==> src/rtl/sdac_link_tx.sv <==
module sdac_link_tx #(
  parameter int CODE_W   = 14,
  parameter int EXT_W    = 16,
  parameter int LO_CYC   = 3,
  parameter int HI_CYC   = 3,
  parameter int TAIL_CYC = 2,
  parameter int GAP_CYC  = 2
) (
  input  logic              clk,
  input  logic              rst_n,
  input  logic              req_valid,
  input  logic [CODE_W-1:0] req_code,
  input  logic              req_wide,
  output logic              req_ready,
  output logic              link_csn,
  output logic              link_sclk,
  output logic              link_sdo,
  output logic [CODE_W-1:0] shadow,
  output logic              done
);

  localparam int M1   = (LO_CYC > HI_CYC) ? LO_CYC : HI_CYC;
  localparam int M2   = (TAIL_CYC > GAP_CYC) ? TAIL_CYC : GAP_CYC;
  localparam int MAXC = (M1 > M2) ? M1 : M2;
  localparam int TW   = $clog2(MAXC + 1);
  localparam int BW   = $clog2(EXT_W + 1);
  localparam int PADW = EXT_W - CODE_W;

  typedef enum logic [2:0] {S_IDLE, S_LOW, S_HIGH, S_TAIL, S_GAP} st_t;

  st_t               st;
  logic [TW-1:0]     tmr;
  logic [BW-1:0]     left;
  logic [EXT_W-1:0]  sh;
  logic [CODE_W-1:0] hold;

  wire tmr_end = (tmr == '0);
  wire take    = req_valid && req_ready;

  assign req_ready = (st == S_IDLE);
  assign link_sdo  = sh[EXT_W-1];

  always_ff @(posedge clk or negedge rst_n) begin
    if (!rst_n) begin
      st        <= S_IDLE;
      tmr       <= '0;
      left      <= '0;
      sh        <= '0;
      hold      <= '0;
      shadow    <= '0;
      done      <= 1'b0;
      link_csn  <= 1'b1;
      link_sclk <= 1'b0;
    end else begin
      done <= 1'b0;
      if (!tmr_end) tmr <= tmr - 1'b1;
      case (st)
        S_IDLE: if (take) begin
          link_csn <= 1'b0;
          hold     <= req_code;
          sh       <= req_wide ? EXT_W'(req_code) : {req_code, {PADW{1'b0}}};
          left     <= req_wide ? BW'(EXT_W) : BW'(CODE_W);
          tmr      <= TW'(LO_CYC - 1);
          st       <= S_LOW;
        end
        S_LOW: if (tmr_end) begin
          link_sclk <= 1'b1;
          tmr       <= TW'(HI_CYC - 1);
          st        <= S_HIGH;
        end
        S_HIGH: if (tmr_end) begin
          link_sclk <= 1'b0;
          if (left == BW'(1)) begin
            tmr <= TW'(TAIL_CYC - 1);
            st  <= S_TAIL;
          end else begin
            sh   <= sh << 1;
            left <= left - 1'b1;
            tmr  <= TW'(LO_CYC - 1);
            st   <= S_LOW;
          end
        end
        S_TAIL: if (tmr_end) begin
          link_csn <= 1'b1;
          shadow   <= hold;
          done     <= 1'b1;
          sh       <= '0;
          tmr      <= TW'(GAP_CYC - 1);
          st       <= S_GAP;
        end
        S_GAP: if (tmr_end) st <= S_IDLE;
        default: st <= S_IDLE;
      endcase
    end
  end

  a_r4_sclk_idle: assert property (@(posedge clk) disable iff (!rst_n)
    link_csn |-> !link_sclk);

  a_r5_sdo_hold: assert property (@(posedge clk) disable iff (!rst_n)
    (link_sclk && $past(link_sclk)) |-> $stable(link_sdo));

  a_r7_busy: assert property (@(posedge clk) disable iff (!rst_n)
    !link_csn |-> !req_ready);

  a_r8_done_edge: assert property (@(posedge clk) disable iff (!rst_n)
    $rose(link_csn) |-> done);

  a_r8_done_pulse: assert property (@(posedge clk) disable iff (!rst_n)
    done |=> !done);

  a_r8_shadow_hold: assert property (@(posedge clk) disable iff (!rst_n)
    !done |-> $stable(shadow));

endmodule

==> config.mk <==
export PLATFORM = sky130hd
export DESIGN_NAME = sdac_link_tx
export DESIGN_NICKNAME = d
export VERILOG_FILES = /design/src/rtl/sdac_link_tx.sv
export SDC_FILE = /design/constraint.sdc
export NUM_CORES = 1
export LEC_CHECK = 0
export BUFFER_PORTS_ARGS = -buffer_cell sky130_fd_sc_hd__clkbuf_2
export CAP_MARGIN = 15
export CORE_ASPECT_RATIO = 1.4
export CORE_MARGIN = 4
export CORE_UTILIZATION = 55
export CTS_CLUSTER_SIZE = 24
export DETAILED_ROUTE_END_ITERATION = 8
export GPL_ROUTABILITY_DRIVEN = 0
export GPL_TIMING_DRIVEN = 1
export PLACE_DENSITY = 0.89
export SLEW_MARGIN = 20
export SYNTH_ARGS = -nofsm -noshare
export SYNTH_HDL_FRONTEND = slang
export SYNTH_SLANG_ARGS = --single-unit
export TNS_END_PERCENT = 5
==> constraint.sdc <==
create_clock -name clk -period 2.2 [get_ports clk]
set_input_delay 0.22 -clock clk [delete_from_list [all_inputs] [get_ports clk]]
set_output_delay 0.22 -clock clk [all_outputs]
set_load 0.1 [all_outputs]
== Yosys cells after proc, flatten, opt, wreduce, memory -nomap -nowiden ==
Cells that the tools add are included.

* Flip-flop bits (word level): 57
* Latch bits: 0
* Memory bits (writable): 0
* Bits in read-only memories: 0
* Input port bits: 18
* Output and inout port bits: 19
* Logic and storage cells: 68
* Memories: 0

* Add/sub/neg operators: 2
* $mul: 0
* Div/mod/pow operators: 0
* Order comparisons: 0
* Equal/unequal tests: 11
* Shifts and indexed selects: 0
* Mux-type cells: 32
* Bitwise logic cells: 0
* Reduce and logical (&&, ||, !) cells: 14

{| class="wikitable"
|+ Operator list
! operator !! count
|-
| two-way mux 16 bit || 5
|-
| one-hot mux 16 bit (3 select lines) || 1
|-
| two-way mux 5 bit || 4
|-
| two-way mux 3 bit || 5
|-
| one-hot mux 3 bit (5 select lines) || 1
|-
| two-way mux 2 bit || 7
|-
| inequality test 2 bit (second input constant) || 5
|-
| one-hot mux 5 bit (2 select lines) || 1
|-
| AND reduction 5 bit || 2
|-
| one-hot mux 2 bit (4 select lines) || 1
|-
| == test 3 x 2 -> 1 bit (second input constant) || 2
|-
| AND reduction 3 bit || 2
|-
| nonzero test 2 bit || 3
|-
| == test 5 x 1 -> 1 bit (second input constant) || 1
|-
| two-way mux 1 bit || 5
|-
| subtractor 5 x 1 -> 5 bit (second input constant) || 1
|-
| one-hot mux 1 bit (2 select lines) || 2
|-
| AND reduction 2 bit || 2
|-
| AND reduction 4 bit || 1
|-
| == test 3 x 1 -> 1 bit (second input constant) || 1
|-
| == test 3 bit (second input constant) || 1
|-
| zero test 3 bit || 1
|-
| nonzero test 3 bit || 1
|-
| zero test 2 bit || 1
|-
| 3 further kinds || 3
|}

== Logic depth before layout (Yosys ltp) ==
Gate-level depths: netlist of the first run.

* Depth after elaboration: 4
* Gate-level depth with buffers: 7
* Mapped depth without buffers: 6

== Worst setup path after synthesis of the first run ==
OpenSTA, ideal clock, no wires.

* Path type: reg-to-output
* Start point: register st[0]
* End point: output port req_ready
* Arrival time: 2778 ps
* Data required time: 1980 ps
* Slack: -798 ps
* Cell stages (with the launch flop): 4
* Path buffers: 2
* Cells stage by stage: dfrtp_1 -> buf_2 -> buf_1 -> nor3_1

* Cells in the longest elaborated chain, start to end: 1

{| class="wikitable"
|+ Ends and longest elaborated chain
! element !! line !! RTL
|-
| from (decl) || 31 || <nowiki>st_t st;</nowiki>
|-
| from (signal assigned) || 45 || <nowiki>st <= S_IDLE;</nowiki>
|-
| from (signal assigned) || 64 || <nowiki>st <= S_LOW;</nowiki>
|-
| from (signal assigned) || 69 || <nowiki>st <= S_HIGH;</nowiki>
|-
| zero test 3 bit || 40 || <nowiki>assign req_ready = (st == S_IDLE);</nowiki>
|-
| to (decl) || 14 || <nowiki>output logic req_ready,</nowiki>
|}

Every way passes these cells.

== Worst setup path in the final report of the first run ==
* Start point: register left[1]
* End point: register left[1]

* Cells in the longest elaborated chain, start to end: 4
* Elaborated cells on any way between the ends: 7
* Classes of those cells: add/sub: 1; eq/ne: 2; mux: 3; reduce/logical: 1

{| class="wikitable"
|+ Ends and longest elaborated chain
! element !! line !! RTL
|-
| from (decl) || 33 || <nowiki>logic [BW-1:0] left;</nowiki>
|-
| from (signal assigned) || 62 || <nowiki>left <= req_wide ? BW'(EXT_W) : BW'(CODE_W);</nowiki>
|-
| from (signal assigned) || 78 || <nowiki>left <= left - 1'b1;</nowiki>
|-
| subtractor 5 x 1 -> 5 bit || 78 ||
|-
| two-way mux 5 bit || 73 || <nowiki>if (left == BW'(1)) begin</nowiki>
|-
| two-way mux 5 bit || 71 || <nowiki>S_HIGH: if (tmr_end) begin</nowiki>
|-
| one-hot mux 5 bit (2 select lines) || 57 || <nowiki>case (st)</nowiki>
|}

Several ways; a longest one is shown, not always the timed one. The select of a mux whose other input is x is not followed.
A chain may end at the register's enable or synchronous reset.

==> results.toml, run 1 <==
[logic_synthesis]
synthesis.area_sq_mm = 0.002779
ys_top_cells_by_area = "sky130_fd_sc_hd__dfrtp_1 50%, sky130_fd_sc_hd__mux2_2 14%, sky130_fd_sc_hd__a21oi_1 5.2%"
net_count_synth = 253
synth_largest_type_area_fraction_pct = 50.43
postSynthRegisterBits = 57
number_of_flops_mapped_to_enable_cells_by_yosys = 0
netlist_instances = 230
most_used_dff_post_synth = "sky130_fd_sc_hd__dfrtp_1"
post_synthesis_sequential_area_ratio_pct = 51.37
ys_types = 39
postSynth.asyncResetShare_pct = 100.0
ys_warn_count = 0
avgSynthCellArea_sq_um = 12.08
synth_top_area_cell = "sky130_fd_sc_hd__dfrtp_1"

[setup_path]
timing.critical_path.required_ps = 2420
max_stage_delay_ps = 470
worst_path_max_fanout = 9
critPathCaptureType = "flip-flop"
cell_chain_of_the_critical_path = "inv_1 > ha_1 > or4b_1 > a41oi_2 > a211oi_1 > a21o_1"
setup.worst_path.start_class = "flip-flop"
worst_path_max_delay_cell = "sky130_fd_sc_hd__or4b_1"
cp_data_arrival_time_ps = 2120
kind_of_critical_path = "flip-flop to flip-flop"

[drt]
detail-route-antenna-nets = 0
drt-vias-per-instance = 5.829
finalWirelength_um = 5792
routed_wire_length_per_instance_um = 16.79
drt-initial-drc-count = 194
detailroute.via_count = 2011
drc = 0
first_pass_iters = 4

[sta]
maxSlewViolCount = 0
finalSetupViolations = 0
period_minus_slack_ps = 1895
totalNegativeSetupSlack_ps = 0
slew_headroom_pct = 57.17
rsz0062_at_grt = "false"
max_freq_ghz = 0.5276
worst_clock_skew_ps = 12.43
timing.final.crit_share_pct = 86.15
tightestPinTransition_ps = 642.4
timing_hold_violations_final = 0

[clock_network]
cts_bufs_inserted = 9
cts-htree-levels = 3
post_cts.repair.setup_buffers = 0
max-clock-path-buffers = 2
tritoncts_clock_tree = "built"
tritoncts_num_sinks = 57
buffer_type_at_the_clock_tree_root = "sky130_fd_sc_hd__clkbuf_8"
post_cts.resized_instances = 0
clock_pin_slew_of_the_registers_on_the_worst_case_setup_and_hold_paths_ps = 70
worstSkewPairLatency_ps = 340

[finish]
syn2layout_area_growth_pct = 19.05
filler_cell_count = 348
drive_gt1_share_pct = 40.21
antenna-diode-count = 0
finalNetCount = 299

[floorplan]
core.rowCount = 30
top_level_ports = 37
design.core.area_sq_mm = 0.004880
die_height_um = 92.11
floorplan.die_area_sq_mm = 0.006270
die_width_um = 68.08
start_util_pct = 56.95

[global_routing]
grt_max_degree = 35
grt_pass1_wl_um = 9646
via_count_of_the_first_global_routing_pass = 2011
grt.overflow.total = 0
grt_antenna_before_repair = 0
globalRouteTotalUtil_pct = 20.95

[run_status]
run_status = "finished, final reports clean"

[place]
placement.io_buffers = 36
detailed_place_hpwl_um = 3993

[job]
cap_viol_max_count = 0

[worst_hold_path]
holdCritPathClass = "primary input to flip-flop"
[Yosys cell counts (4+ instances only)]
library cell,count
sky130_fd_sc_hd__a21oi_1,29
sky130_fd_sc_hd__buf_2,5
sky130_fd_sc_hd__mux2i_1,12
sky130_fd_sc_hd__nand2_1,8
sky130_fd_sc_hd__nor3_1,4
sky130_fd_sc_hd__o21ai_0,15
sky130_fd_sc_hd__clkbuf_1,6
sky130_fd_sc_hd__ha_1,5
sky130_fd_sc_hd__dfrtp_1,56
sky130_fd_sc_hd__mux2_4,9
sky130_fd_sc_hd__inv_1,8
sky130_fd_sc_hd__mux2_2,34
[stage by stage]
stage / area [sq um] / worst slack, ps / hold slack [ps] / utilization [%] / cells
2_1_floorplan: 2784 / 72.01 / -75.59 / - / 230
3_3_place_gp: 3093 / 388.2 / 271.5 / 63.38 / 328
3_5_place_dp: 3093 / 335.6 / 275.1 / 63.38 / 328
4_1_cts: 3308 / 303.0 / 142.7 / 67.79 / 345
5_1_grt: 3308 / 159.2 / 140.9 / 67.79 / 345
6_report: 3308 / 304.7 / 164.8 / 67.79 / 345
[worst paths after layout]
path | start | end | slack, ps | depth (start not counted)
max in group asynchronous | rst_n | link_csn | 1100 | 3
min in group asynchronous | rst_n | shadow[1] | 440 | 2
min reg2reg | link_csn | link_csn | 480 | 2
max | left[1] | left[1] | 300 | 6
min | req_code[13] | hold[13] | 160 | 2
max reg2reg | left[1] | left[1] | 300 | 6
[registers in the layout (all words and copies together) (netlist names)]
register	cells
sh	16
done	1
tmr	2
st	3
shadow	14
link_sclk	1
hold	14
left	5
link_csn	1
[logic make-up (layout without fill, tap and decap cells)]
family                     Yosys count  in the layout  share of synthesized area [%]
AOI/OAI and AO/OA                   58             58                          12.61
buffers and inverters               23             74                          3.602
and+or+nand+nor                     32             32                          7.204
DFF                                 57             57                          51.37
muxes                               55             55                          22.96
adders and majority gates            5              5                          2.251
[per-layer routing]
metal / global-route usage, % / share of wire (%) / routed length [um]
met5: 0 / 0 / 0
met4: 11.94 / 3.8 / 219
met3: 6.495 / 4.3 / 251
met2: 32.66 / 52 / 3000
met1: 24.82 / 40 / 2321
[worst max-delay path, delay by kind of cell, from the launching register on]
family                     cells  cell delay [ps]
and+or+nand+nor                1              470
DFF                            1              400
adders and majority gates      1              180
AOI/OAI and AO/OA              3              640
buffers and inverters          1               90
[placed cells by master, fill, tap and decap left out, drive strengths merged, types with 2 or more instances in the layout]
| cell type | synthesis | routed |
|---|---|---|
| mux2i | 12 | 12 |
| a21o | 2 | 2 |
| o21ai | 15 | 15 |
| clkinvlp | 0 | 2 |
| nand2b | 2 | 2 |
| nor2 | 2 | 2 |
| buf | 8 | 12 |
| clkinv | 1 | 4 |
| ha | 5 | 5 |
| a211oi | 3 | 3 |
| clkbuf | 6 | 46 |
| dfrtp | 56 | 56 |
| nand3 | 4 | 4 |
| nand3b | 2 | 2 |
| nand2 | 8 | 8 |
| inv | 8 | 8 |
| a21oi | 29 | 29 |
| mux2 | 43 | 43 |
| nor3 | 4 | 4 |
| nor2b | 2 | 2 |
| a31oi | 4 | 4 |
[repair_timing]
item	4_1_cts	5_1_grt
hold buffers	1	0
endpoints found under the setup margin	0	0
endpoints found under the hold margin	23	0
[area by class of cell]
cell class                      instances  area, sq um  share of cell area (%)
Clock buffer                           10        137.6                   4.160
Multi-Input combinational cell        150         1256                   37.97
Clock inverter                          6        67.56                   2.042
Tap cell                               64        80.08                   2.421
Inverter                                9        33.78                   1.021
Sequential cell                        57         1428                   43.15
Timing Repair Buffer                   49        305.3                   9.228
Power of run 1 is not shown: default switching activity piles up to over one toggle a cycle in this logic, so the estimate is an artifact.
==> run 2, diff against run 1 <==
--- a/config.mk
+++ b/config.mk
@@ -9,3 +9,3 @@
 export CAP_MARGIN = 15
-export CORE_ASPECT_RATIO = 1.4
+export CORE_ASPECT_RATIO = 1.2
 export CORE_MARGIN = 4
@@ -17,2 +17,3 @@
 export PLACE_DENSITY = 0.89
+export RECOVER_POWER = 100
 export SLEW_MARGIN = 20
==> constraint.sdc (replaced) <==
create_clock -name clk -period 2.2 [get_ports clk]
set_input_delay 0.11 -clock clk [delete_from_list [all_inputs] [get_ports clk]]
set_output_delay 0.11 -clock clk [all_outputs]
set_load 0.1 [all_outputs]
==> results.toml, run 2 (same netlist as run 1, synthesis figures left out) <==
[sta]
timing.final.crit_share_pct = 88.57
rsz0062_at_grt = "false"
period_minus_slack_ps = 1948
slew_headroom_pct = 8.478
worst_clock_skew_ps = 11.62
maxSlewViolCount = 0
max_freq_ghz = 0.5132
tightestPinTransition_ps = 1373
timing_hold_violations_final = 0
finalSetupViolations = 0
totalNegativeSetupSlack_ps = 0

[finish]
largestRegisters = "sh: 16 flops, hold: 14 flops, shadow: 14 flops"
mostFrequentLayoutCell = "sky130_fd_sc_hd__dfrtp_1"
antenna-diode-count = 0
registers.top_by_ff_count = "sh"
filler_cell_count = 390
max_ffs_per_register = 16
mostFrequentLayoutCells = "56 x sky130_fd_sc_hd__dfrtp_1, 34 x sky130_fd_sc_hd__mux2_2, 29 x sky130_fd_sc_hd__a21oi_1"
syn2layout_area_growth_pct = 13.33
finalNetCount = 296
drive_gt1_share_pct = 28.78
postLayoutCoreUtil_pct = 64.21

[floorplan]
die_height_um = 85.87
top_level_ports = 37
start_util_pct = 56.66
floorplan.die_area_sq_mm = 0.006259
core.rowCount = 28
die_width_um = 72.89
design.core.area_sq_mm = 0.004905

[global_routing]
grt_max_degree = 58
grt_pass1_wl_um = 9742
globalRouteTotalUtil_pct = 20.22
via_count_of_the_first_global_routing_pass = 2065
grt.overflow.total = 0
grt_antenna_before_repair = 0

[clock_network]
post_cts.repair.setup_buffers = 0
clock_pin_slew_of_the_registers_on_the_worst_case_setup_and_hold_paths_ps = 60
buffer_type_at_the_clock_tree_root = "sky130_fd_sc_hd__clkbuf_8"
tritoncts_num_sinks = 57
cts-htree-levels = 3
tritoncts_clock_tree = "built"
worstSkewPairLatency_ps = 350
max-clock-path-buffers = 2
cts_bufs_inserted = 9

[drt]
detail-route-antenna-nets = 0
drt-initial-drc-count = 138
detailroute.via_count = 1948
drc = 0
finalWirelength_um = 5694
drt-vias-per-instance = 5.763
routed_wire_length_per_instance_um = 16.85
first_pass_iters = 4

[worst_hold_path]
holdCritPathClass = "primary input to flip-flop"

[place]
detailed_place_hpwl_um = 3826
placement.io_buffers = 36

[setup_path]
critPathCaptureType = "flip-flop"
worst_path_max_fanout = 16
worst_path_max_delay_cell = "sky130_fd_sc_hd__dfrtp_1"
cp_data_arrival_time_ps = 2170
setup.worst_path.start_class = "flip-flop"
max_stage_delay_ps = 440
timing.critical_path.required_ps = 2420
kind_of_critical_path = "flip-flop to flip-flop"
cell_chain_of_the_critical_path = "nor3_1 > nand3_1 > a31oi_1 > buf_12 > mux2_1"

[job]
cap_viol_max_count = 0

[run_status]
run_status = "finished, final reports clean"
-- run 2: worst paths after layout --
kind | start | end | slack (ps) | cells after the start
worst max-delay path | left[2] | sh[8] | 250 | 5
worst max register to register | left[2] | sh[8] | 250 | 5
max in group asynchronous | rst_n | left[2] | 670 | 3
min in group asynchronous | rst_n | tmr[1] | 700 | 3
worst min register to register | link_csn | link_csn | 460 | 2
worst min-delay path | req_code[9] | hold[9] | 30 | 2
-- run 2: critical path, delay by kind of cell, from the launching register on --
family	cells	cell delay, ps
and+or+nand+nor	2	530
DFF	1	440
muxes	1	340
AOI/OAI and AO/OA	1	300
buffers and inverters	1	200
-- run 2: cell type report --
cell class / count / area (sq um) / area share, %
flip-flops and latches: 57 / 1428 / 45.33
well taps: 60 / 75.07 / 2.384
clock buffers: 13 / 158.9 / 5.046
repair buffers: 46 / 239.0 / 7.588
clock inverters: 3 / 15.01 / 0.4768
inverters: 9 / 33.78 / 1.073
multi-input cells: 150 / 1200 / 38.10
-- run 2: repair_timing --
action,CTS,global route
resized for setup,0,0
hold endpoints to repair,56,0
hold buffers,1,0
-- run 2: layer usage --
layer | up-vias | track usage [%] | wire [um]
met2 | 57 | 32.51 | 2843
met4 | 0 | 9.396 | 120
met5 | - | 0 | 0
met1 | 961 | 25.31 | 2446
met3 | 9 | 5.275 | 285
li1 | 921 | - | -
-- run 2: stage by stage --
step / setup slack (ps) / instance area [sq um] / std cells / hold slack, ps
3_3_place_gp: 405.3 / 3065 / 321 / 137.3
6_report: 251.5 / 3149 / 338 / 33.31
4_1_cts: 295.6 / 3249 / 338 / 24.09
2_1_floorplan: 182.0 / 2784 / 230 / -185.6
3_5_place_dp: 309.6 / 3065 / 321 / 136.1
5_1_grt: 133.9 / 3149 / 338 / 44.32
Power of run 2 is left out for the same reason.
==> run 3, diff against run 2 <==
RECOVER_POWER = unset   (was 100)
==> results.toml, run 3 (same netlist as run 1, synthesis figures left out) <==
[drt]
routed-wl-met2_um = 2872
drt-vias-per-instance = 5.707
routed_wire_length_per_instance_um = 16.70
finalWirelength_um = 5643
detail-route-antenna-nets = 0
first_pass_iters = 4
route.layer.met1.wl_um = 2446
routed-wl-met3_um = 210
highest_layer = "met4"
detailroute.via_count = 1929
drt-initial-drc-count = 144
drc = 0

[setup_path]
timing.critical_path.required_ps = 2420
setup.worst_path.start_class = "flip-flop"
worst_path_max_fanout = 16
kind_of_critical_path = "flip-flop to flip-flop"
critPathCaptureType = "flip-flop"
cp_data_arrival_time_ps = 2140

[finish]
mostFrequentLayoutCell = "sky130_fd_sc_hd__dfrtp_1"
registers.top_by_ff_count = "sh"
mostFrequentLayoutCells = "56 x sky130_fd_sc_hd__dfrtp_1, 36 x sky130_fd_sc_hd__clkbuf_2, 34 x sky130_fd_sc_hd__mux2_2"
drive_gt1_share_pct = 38.85
largestRegisters = "sh: 16 flops, hold: 14 flops, shadow: 14 flops"
syn2layout_area_growth_pct = 16.93
max_ffs_per_register = 16
finalNetCount = 296
antenna-diode-count = 0

[floorplan]
start_util_pct = 56.66
die_height_um = 85.87
design.core.area_sq_mm = 0.004905
die_width_um = 72.89
top_level_ports = 37
floorplan.die_area_sq_mm = 0.006259
core.rowCount = 28

[clock_network]
tritoncts_clock_tree = "built"
cts_bufs_inserted = 9
tritoncts_num_sinks = 57
buffer_type_at_the_clock_tree_root = "sky130_fd_sc_hd__clkbuf_8"
max-clock-path-buffers = 2
cts-htree-levels = 3
post_cts.repair.setup_buffers = 0
post_cts.resized_instances = 0
cts.hold.buffers_added = 1
clock_pin_slew_of_the_registers_on_the_worst_case_setup_and_hold_paths_ps = 60
worstSkewPairLatency_ps = 350

[global_routing]
grt_antenna_before_repair = 0
grt.overflow.total = 0
grt_pass1_wl_um = 9742
globalRouteTotalUtil_pct = 20.22
grt_max_degree = 58
via_count_of_the_first_global_routing_pass = 2065

[sta]
period_minus_slack_ps = 1922
slew_headroom_pct = 63.64
maxSlewViolCount = 0
totalNegativeSetupSlack_ps = 0
timing.final.crit_share_pct = 87.37
tightestPinTransition_ps = 547.8
timing_hold_violations_final = 0
rsz0062_at_grt = "false"
finalSetupViolations = 0
worst_clock_skew_ps = 11.77
max_freq_ghz = 0.5203

[run_status]
run_status = "finished, final reports clean"

[place]
detailed_place_hpwl_um = 3826
placement.io_buffers = 36

[worst_hold_path]
holdCritPathClass = "primary input to flip-flop"

[job]
cap_viol_max_count = 0
==> run 3: cell count changes in the layout (fill, tap and decap cells not counted), sizes merged <==
cell,before,now
clkbuf,52,49
buf,6,9
==> run 3: worst max-delay path, stage by stage, from the launching register on <==
cell and delay, ps:
sky130_fd_sc_hd__dfrtp_1 440, sky130_fd_sc_hd__nor3_1 380, sky130_fd_sc_hd__nand3_1 210, sky130_fd_sc_hd__a31oi_4 240, sky130_fd_sc_hd__buf_12 190, sky130_fd_sc_hd__mux2_2 350
==> run 3: area by class of cell <==
type	instances	area [sq um]
well taps	60	75.07
repair buffers	46	282.8
fillers	363	1655
clock buffers	13	158.9
flip-flops and latches	57	1428
inverters	9	33.78
multi-input cells	150	1256
clock inverters	3	15.01
==> run 3: path summary, 6_finish.rpt <==
| path | startpoint | end | slack, ps | cells after the start |
|---|---|---|---|---|
| min reg2reg | link_csn | link_csn | 460 | 2 |
| max | left[2] | sh[3] | 280 | 5 |
| max reg2reg | left[2] | sh[3] | 280 | 5 |
| min in group asynchronous | rst_n | tmr[1] | 300 | 3 |
| max in group asynchronous | rst_n | link_csn | 1600 | 3 |
| min | req_code[9] | hold[9] | 40 | 2 |
==> run 3: per-stage QoR <==
stage,setup WS [ps],cell area [sq um],hold WS [ps],std cells,utilization [%]
finish,277.9,3249,37.09,338,66.25
global route,200.8,3249,44.32,338,66.25
CTS,295.6,3249,24.09,338,66.25
detailed placement,309.6,3065,136.1,321,62.50
global placement,405.3,3065,137.3,321,62.50
floorplan,182.0,2784,-185.6,230,-
==> run 3: metal layers <==
metal	vias to the layer above	track usage, %
li1	920	-
met1	959	25.31
met2	42	32.51
met3	8	5.275
met4	0	9.396
met5	-	0
Power of run 3 is left out for the same reason.
